<file path="src/rtl/gpr_pkg.sv">
package gpr_pkg;
  localparam int unsigned DEF_NUM_REGS = 32;
  localparam int unsigned DEF_DATA_W   = 32;
  localparam int unsigned DEF_NUM_RD   = 2;
endpackage

</file>
<file path="src/rtl/gpr_store.sv">
// Storage array: no reset, one write port and NUM_RD asynchronous read ports.
module gpr_store #(
  parameter int unsigned NUM_REGS = gpr_pkg::DEF_NUM_REGS,
  parameter int unsigned DATA_W   = gpr_pkg::DEF_DATA_W,
  parameter int unsigned NUM_RD   = gpr_pkg::DEF_NUM_RD,
  localparam int unsigned ADDR_W  = $clog2(NUM_REGS)
) (
  input  logic                           clk,
  input  logic                           we,
  input  logic [ADDR_W-1:0]              waddr,
  input  logic [DATA_W-1:0]              wdata,
  input  logic [NUM_RD-1:0][ADDR_W-1:0]  raddr,
  output logic [NUM_RD-1:0][DATA_W-1:0]  rdata
);
  logic [DATA_W-1:0] mem [NUM_REGS];

  always_ff @(posedge clk) begin
    if (we) mem[waddr] <= wdata;
  end

  for (genvar p = 0; p < NUM_RD; p++) begin : g_rd
    assign rdata[p] = mem[raddr[p]];
  end
endmodule

</file>
<file path="src/rtl/gpr_valid.sv">
// One flag per register; cleared by reset, set by a committed write.
module gpr_valid #(
  parameter int unsigned NUM_REGS = gpr_pkg::DEF_NUM_REGS,
  parameter int unsigned NUM_RD   = gpr_pkg::DEF_NUM_RD,
  localparam int unsigned ADDR_W  = $clog2(NUM_REGS)
) (
  input  logic                          clk,
  input  logic                          rst,
  input  logic                          we,
  input  logic [ADDR_W-1:0]             waddr,
  input  logic [NUM_RD-1:0][ADDR_W-1:0] raddr,
  output logic [NUM_RD-1:0]             rvalid
);
  logic [NUM_REGS-1:0] flags;

  always_ff @(posedge clk) begin
    if (rst) flags <= '0;
    else if (we) flags[waddr] <= 1'b1;
  end

  for (genvar p = 0; p < NUM_RD; p++) begin : g_rv
    assign rvalid[p] = flags[raddr[p]];
  end
endmodule

</file>
<file path="src/rtl/gpr_bypass.sv">
// Per-port result select: zero register, same-cycle forward, or stored word.
module gpr_bypass #(
  parameter int unsigned DATA_W = gpr_pkg::DEF_DATA_W,
  parameter int unsigned ADDR_W = 5
) (
  input  logic [ADDR_W-1:0] raddr,
  input  logic [DATA_W-1:0] stored,
  input  logic              stored_ok,
  input  logic              fwd_en,
  input  logic [ADDR_W-1:0] waddr,
  input  logic [DATA_W-1:0] wdata,
  output logic [DATA_W-1:0] rdata
);
  logic is_zero_reg;
  logic hit;

  assign is_zero_reg = (raddr == '0);
  assign hit         = fwd_en && (raddr == waddr);

  always_comb begin
    if (is_zero_reg)    rdata = '0;
    else if (hit)       rdata = wdata;
    else if (stored_ok) rdata = stored;
    else                rdata = '0;
  end
endmodule

</file>
<file path="src/rtl/gpr_file.sv">
module gpr_file #(
  parameter int unsigned NUM_REGS = gpr_pkg::DEF_NUM_REGS,
  parameter int unsigned DATA_W   = gpr_pkg::DEF_DATA_W,
  localparam int unsigned ADDR_W  = $clog2(NUM_REGS),
  localparam int unsigned NUM_RD  = gpr_pkg::DEF_NUM_RD
) (
  input  logic              clk,
  input  logic              rst,
  input  logic [ADDR_W-1:0] rd_addr_a,
  input  logic [ADDR_W-1:0] rd_addr_b,
  input  logic [ADDR_W-1:0] wr_addr,
  input  logic [DATA_W-1:0] wr_data,
  input  logic              wr_en,
  output logic [DATA_W-1:0] rd_data_a,
  output logic [DATA_W-1:0] rd_data_b
);
  logic                          wr_live;
  logic                          wr_commit;
  logic [NUM_RD-1:0][ADDR_W-1:0] raddr;
  logic [NUM_RD-1:0][DATA_W-1:0] stored;
  logic [NUM_RD-1:0]             stored_ok;
  logic [NUM_RD-1:0][DATA_W-1:0] result;

  assign wr_live   = wr_en && (wr_addr != '0);
  assign wr_commit = wr_live && !rst;
  assign raddr[0]  = rd_addr_a;
  assign raddr[1]  = rd_addr_b;

  gpr_store #(.NUM_REGS(NUM_REGS), .DATA_W(DATA_W), .NUM_RD(NUM_RD)) u_store (
    .clk(clk), .we(wr_commit), .waddr(wr_addr), .wdata(wr_data),
    .raddr(raddr), .rdata(stored)
  );

  gpr_valid #(.NUM_REGS(NUM_REGS), .NUM_RD(NUM_RD)) u_valid (
    .clk(clk), .rst(rst), .we(wr_commit), .waddr(wr_addr),
    .raddr(raddr), .rvalid(stored_ok)
  );

  for (genvar p = 0; p < NUM_RD; p++) begin : g_port
    gpr_bypass #(.DATA_W(DATA_W), .ADDR_W(ADDR_W)) u_byp (
      .raddr(raddr[p]), .stored(stored[p]), .stored_ok(stored_ok[p]),
      .fwd_en(wr_live), .waddr(wr_addr), .wdata(wr_data), .rdata(result[p])
    );
  end

  assign rd_data_a = result[0];
  assign rd_data_b = result[1];
endmodule

</file>
<file path="config.mk">
export PLATFORM = sky130hd
export DESIGN_NAME = gpr_file
export DESIGN_NICKNAME = d
export VERILOG_FILES = /design/src/rtl/gpr_pkg.sv /design/src/rtl/gpr_store.sv /design/src/rtl/gpr_valid.sv /design/src/rtl/gpr_bypass.sv /design/src/rtl/gpr_file.sv
export SDC_FILE = /design/constraint.sdc
export NUM_CORES = 1
export LEC_CHECK = 0
export BUFFER_PORTS_ARGS = -buffer_cell sky130_fd_sc_hd__buf_2
export CAP_MARGIN = 20
export CORE_ASPECT_RATIO = 1.4
export CORE_MARGIN = 1
export CORE_UTILIZATION = 25
export CTS_CLUSTER_SIZE = 40
export DETAILED_ROUTE_END_ITERATION = 8
export PLACE_DENSITY_LB_ADDON = 0.12
export SLEW_MARGIN = 20
export SYNTH_ARGS = -nofsm -noshare
export SYNTH_HDL_FRONTEND = slang
export SYNTH_HIERARCHICAL = 1
export SYNTH_SLANG_ARGS = --single-unit
</file>
<file path="constraint.sdc">
create_clock -name clk -period 4.55 [get_ports clk]
set_input_delay 0.91 -clock clk [delete_from_list [all_inputs] [get_ports clk]]
set_output_delay 0.91 -clock clk [all_outputs]
set_load 0.03 [all_outputs]
</file>
---- Yosys cells after proc, flatten, opt, wreduce, memory -nomap -nowiden ----
Memory sizes are Yosys's and may differ from the RTL's.
Cells that the tools add are included.
operators by class
  magnitude comparators ................... 4
  equal/unequal tests ..................... 2
  multiplexer cells ....................... 14
  bitwise operators ....................... 1
  reductions and logical operators ........ 9
operator list
  kind                count
  $mux 32             6
  $or 32x32->32       1
  $lt 5x6->1 const B  3
  $bmux 1 s5          2
  $eq 5x5->1          2
  $logic_not 5->1     2
  $demux 1 s5         1
  $ge 5x1->1 const B  1
  $logic_and 1x1->1   5
  $mux 1              5
  $reduce_bool 5->1   1
  $logic_not 1->1     1
word-level totals
  flip-flop bits (word level) ............. 32
  RAM bits ................................ 1024
  bits of input ports ..................... 50
  output and inout bits ................... 64
  word-level logic and storage cells ...... 32
  memories kept ........................... 1
memory list
  name         words  width  read ports  clocked after Yosys merged registers in  wr ports  line             RTL
  u_store.mem  32     32     2           0                                        1         gpr_store.sv:15  logic [DATA_W-1:0] mem [NUM_REGS];

---- Depth between registers and ports, before layout ----
  depth after elaboration ................. 5
  depth in mapped cells ................... 10
  depth with buffers taken out ............ 7

---- Cells and area by module ----
The synthesis kept the hierarchy.
modules (own cells, without submodules)
  module      instances  cells an instance  area each (µm²)  seq. area each (µm²)
  gpr_store   1          3386               48789.3          30749.5
  gpr_valid   1          197                1684.1           640.6
  gpr_bypass  2          119                774.5            0.0
  gpr_file    1          5                  35.0             0.0

---- Worst setup path after synthesis ----
OpenSTA, ideal clock, no wires.
  path type ............................... input -> register
  start point ............................. input port rst
  end point ............................... memory u_store/mem[12][0] (netlist bit), enable pin
  data arrival time ....................... 3.359 ns
  required time ........................... 4.129 ns
  path slack .............................. 0.770 ns
  stages .................................. 5
  path buffers ............................ 1
  path through ............................ nand2b_1 > a21oi_1 > or3b_2 > clkbuf_1 > nor2_1
between the ends
  word-level cells in the longest chain between the ends .. 4
RTL lines
  item                          line             RTL
  from (decl)                   gpr_file.sv:8    input logic rst,
  $logic_not 1->1               gpr_file.sv:25   assign wr_commit = wr_live && !rst;
  $logic_and 1x1->1             gpr_file.sv:25
  named net wr_commit           gpr_file.sv:18   logic wr_commit;
  $mux 1                        gpr_store.sv:18  if (we) mem[waddr] <= wdata;
  $mux 1 (implied by the code)  gpr_store.sv:18
  to (decl)                     gpr_store.sv:15
The timed path passes the listed nets, and every way through them passes these cells.

==> flow_metrics.tcl <==
set metrics [dict create \
    synthTopCellsByArea "edfxtp_1 (59%), mux2i_1 (22%), a22oi_1 (2.9%), nand3_1 (2.5%), a21oi_1 (2.2%)" \
    yosysWarnings 6 \
    drtIter0Drc 2444 \
    syn_avg_cell_area_um2 13.6 \
    r2r_cells 2 \
    hpwl_um 132000 \
    met1_usage 0.248 \
    die_x_um 388 \
    final_net_count 4121 \
    fin_crit_ns 4.47 \
    fp.coreArea_um2 206000 \
    seq_area_frac_synth 0.603 \
    cts_sinks 1056 \
    antenna_found_initial 15 \
    p_int_w 0.0168 \
    die_y_um 542 \
    gp_congestion 0.768 \
    rows 197 \
    synth.largest_area_cell "edfxtp_1" \
    start_util 0.252 \
    max_cap_viol_count 0 \
    postCtsSetupBuffers 0 \
    arrival_ns 3.56 \
    synth.distinct_cells 39 \
    min_path_type "reg2reg" \
    cts_buffer_depth 3 \
    rsz0062_at_grt "false" \
    grt_pass1_wl_um 293000 \
    fin_cells 6853 \
    pwr-share-comb 0.113 \
    routed_wl_um 214000 \
    synthCells 3826 \
    final-setup-viol-count 0 \
    skew_ns 0 \
    syn_to_final_growth_pct 18.4 \
    cts_tree "built" \
    power-per-cell-area_nw_per_um2 366 \
    track_usage 0.199 \
    htreeDepth 3 \
    startpoint_type "input pin" \
    p_sw_w 0.00575 \
    synthFlopType "edfxtp_1" \
    power.leakage_nw 22.8 \
    grt_max_degree 65 \
    max_freq_mhz 224 \
    top_usage_layer "met2" \
    status "finished clean" \
    holdBufCountCts 0 \
    hold_depth 2 \
    synth_edf_count 1024 \
    cts-root-buf "clkbuf_16" \
    viasPerCell 5.08 \
    grt_pass1_vias 36200 \
    use_met3 0.0193 \
    tns_ns 0 \
    max_slew_margin 0.409 \
    dpl.cell_count 6638 \
    syn_nets 3876 \
    die-area_um2 210000 \
    path_clk_slew_ns 0.06 \
    use_met2 0.364 \
    required_ns 3.64 \
    cts_made_buffers 117 \
    r2r_slack_ns 3.90 \
    grt-ovfl-total 0 \
    pwr-share-seq 0.476 \
    final-max-slew-violation-count 0 \
    worstMarginPinSlew_ns 0.886 \
    ios 114 \
    period_share 0.982 \
    worst_setup_path_end_kind "output port" \
    syn_area_um2 52100 \
    drt_first_pass_iters 5 \
    hold_slack_ns 0.498 \
    drc 0 \
    clock_latency_ns 0.78 \
    final-hold-violation-count 0 \
    layout-drive-gt1-share 0.151 \
    crit_fanout 32 \
    io_buffers 113 \
    cts_resized 3 \
    vdd_ir_drop_max_mv 0.289 \
    p_sw_frac 0.255 \
    post-route-util 0.299 \
    wl_per_cell_um 31.3 \
    vias 34800 \
    ys_ff_latch 1056 \
    clkPwrFrac 0.410 \
    critPathKind "in2out" \
    fillers 20600 \
    ant_nets 0 \
    async_flop_share 0 \
    synth_top_area_frac 0.591 \
]
==> sequential cells by signal, summed over array words and instances (netlist names) <==
register / cells
u_valid/flags: 32
u_store/mem: 1024
==> critical path, stage by stage <==
cell and delay, ns:
buf_2 0.24, nor2b_4 0.27, buf_12 0.14, buf_4 0.52
a22o_1 0.25, nor3_1 0.06, a31oi_1 0.38, buf_4 0.19
nand3_1 0.17, nand3_1 0.14, mux2i_1 0.08, buf_2 0.19
==> power by group through the flow <==
| stage | logic (W) | clock network [W] | registers (W) |
|---|---|---|---|
| 4_1_cts | 0.00260 | 0.00952 | 0.0108 |
| 3_3_place_gp | 0.00260 | 0 | 0.0110 |
| 6_report | 0.00256 | 0.00926 | 0.0108 |
| 3_5_place_dp | 0.00259 | 0 | 0.0110 |
| 5_1_grt | 0.00270 | 0.00984 | 0.0108 |
| 2_1_floorplan | 0.00133 | 0 | 0.0110 |
==> layout by cell type, fill, tap and decap left out, types with 3 or more instances in the layout <==
master / synthesis / routed
clkinv_2: 0 / 14
clkinv_4: 0 / 4
nor3_1: 67 / 67
buf_2: 70 / 111
nand2b_1: 7 / 3
nand2b_4: 0 / 4
a22oi_1: 200 / 200
mux2i_1: 1120 / 1117
edfxtp_1: 1024 / 1024
clkbuf_16: 0 / 119
bufinv_16: 0 / 8
clkbuf_1: 109 / 34
or3b_2: 3 / 3
buf_4: 47 / 202
dfxtp_1: 32 / 32
nor3b_1: 3 / 3
nor2_4: 0 / 34
clkinvlp_4: 0 / 3
xor2_1: 8 / 8
a21oi_1: 231 / 231
nand3b_1: 5 / 5
and3b_1: 3 / 3
a31oi_1: 64 / 64
nor2_1: 73 / 39
a22o_1: 128 / 128
mux2i_2: 0 / 3
buf_12: 8 / 99
clkinv_1: 0 / 26
nand3_1: 262 / 262
nand2_4: 0 / 4
nand2_1: 275 / 271
nor2b_4: 0 / 4
diode_2: 0 / 3
==> routing by layer <==
layer  share of wire  wire length [µm]
met5        0.000065                14
met4           0.023              4920
met3           0.031              6600
met2            0.52            111000
met1            0.43             92000
==> cell type report <==
cell class / count / area [µm²] / share of cell area
Clock buffer: 153 / 3110 / 0.0504
Antenna cell: 3 / 7.51 / 0.000122
Sequential cell: 1056 / 31400 / 0.509
Multi-Input combinational cell: 2481 / 19200 / 0.311
Tap cell: 2686 / 3360 / 0.0545
Timing Repair Buffer: 414 / 4080 / 0.0662
Clock inverter: 59 / 529 / 0.00858
Inverter: 1 / 3.75 / 0.0000609
==> path summary, 6_finish.rpt <==
check	end	startpoint
max	rd_data_b[29]	rd_addr_b[2]
min	u_valid/flags[27]$_SDFFE_PP0P_	u_valid/flags[27]$_SDFFE_PP0P_
max reg2reg	u_valid/flags[4]$_SDFFE_PP0P_	u_valid/flags[4]$_SDFFE_PP0P_
min reg2reg	u_valid/flags[27]$_SDFFE_PP0P_	u_valid/flags[27]$_SDFFE_PP0P_
==> kinds of logic (layout without fill, tap and decap cells) <==
kind of cell | count (synthesis) | after routing | synth area share
AOI/OAI and AO/OA | 628 | 628 | 0.0811
xor gates and xnor gates | 10 | 10 | 0.00168
buffers and inverters | 289 | 627 | 0.0358
DFF | 1056 | 1056 | 0.603
muxes | 1120 | 1120 | 0.215
other | 0 | 3 | 0
and+or+nand+nor | 723 | 723 | 0.0631
==> stage by stage <==
step	worst slack, ns	area, µm²	total power, W
floorplan	0.770	52100	0.0123
CTS	0.0341	61600	0.0229
global route	0.0200	61700	0.0233
finish	0.0809	61700	0.0226
global placement	-0.0433	58000	0.0136
detailed placement	-0.0820	58000	0.0136
==> synth_stat cells (49+ instances only) <==
| library cell | instances |
|---|---|
| nand3_1 | 262 |
| buf_6 | 49 |
| a31oi_1 | 64 |
| a21oi_1 | 231 |
| a22oi_1 | 200 |
| a22o_1 | 128 |
| edfxtp_1 | 1024 |
| nor3_1 | 67 |
| mux2i_1 | 1120 |
| nand2_1 | 275 |
| nor2_1 | 73 |
| buf_2 | 70 |
| clkbuf_1 | 109 |
No activity file was read; power rests on OpenSTA's default activity.
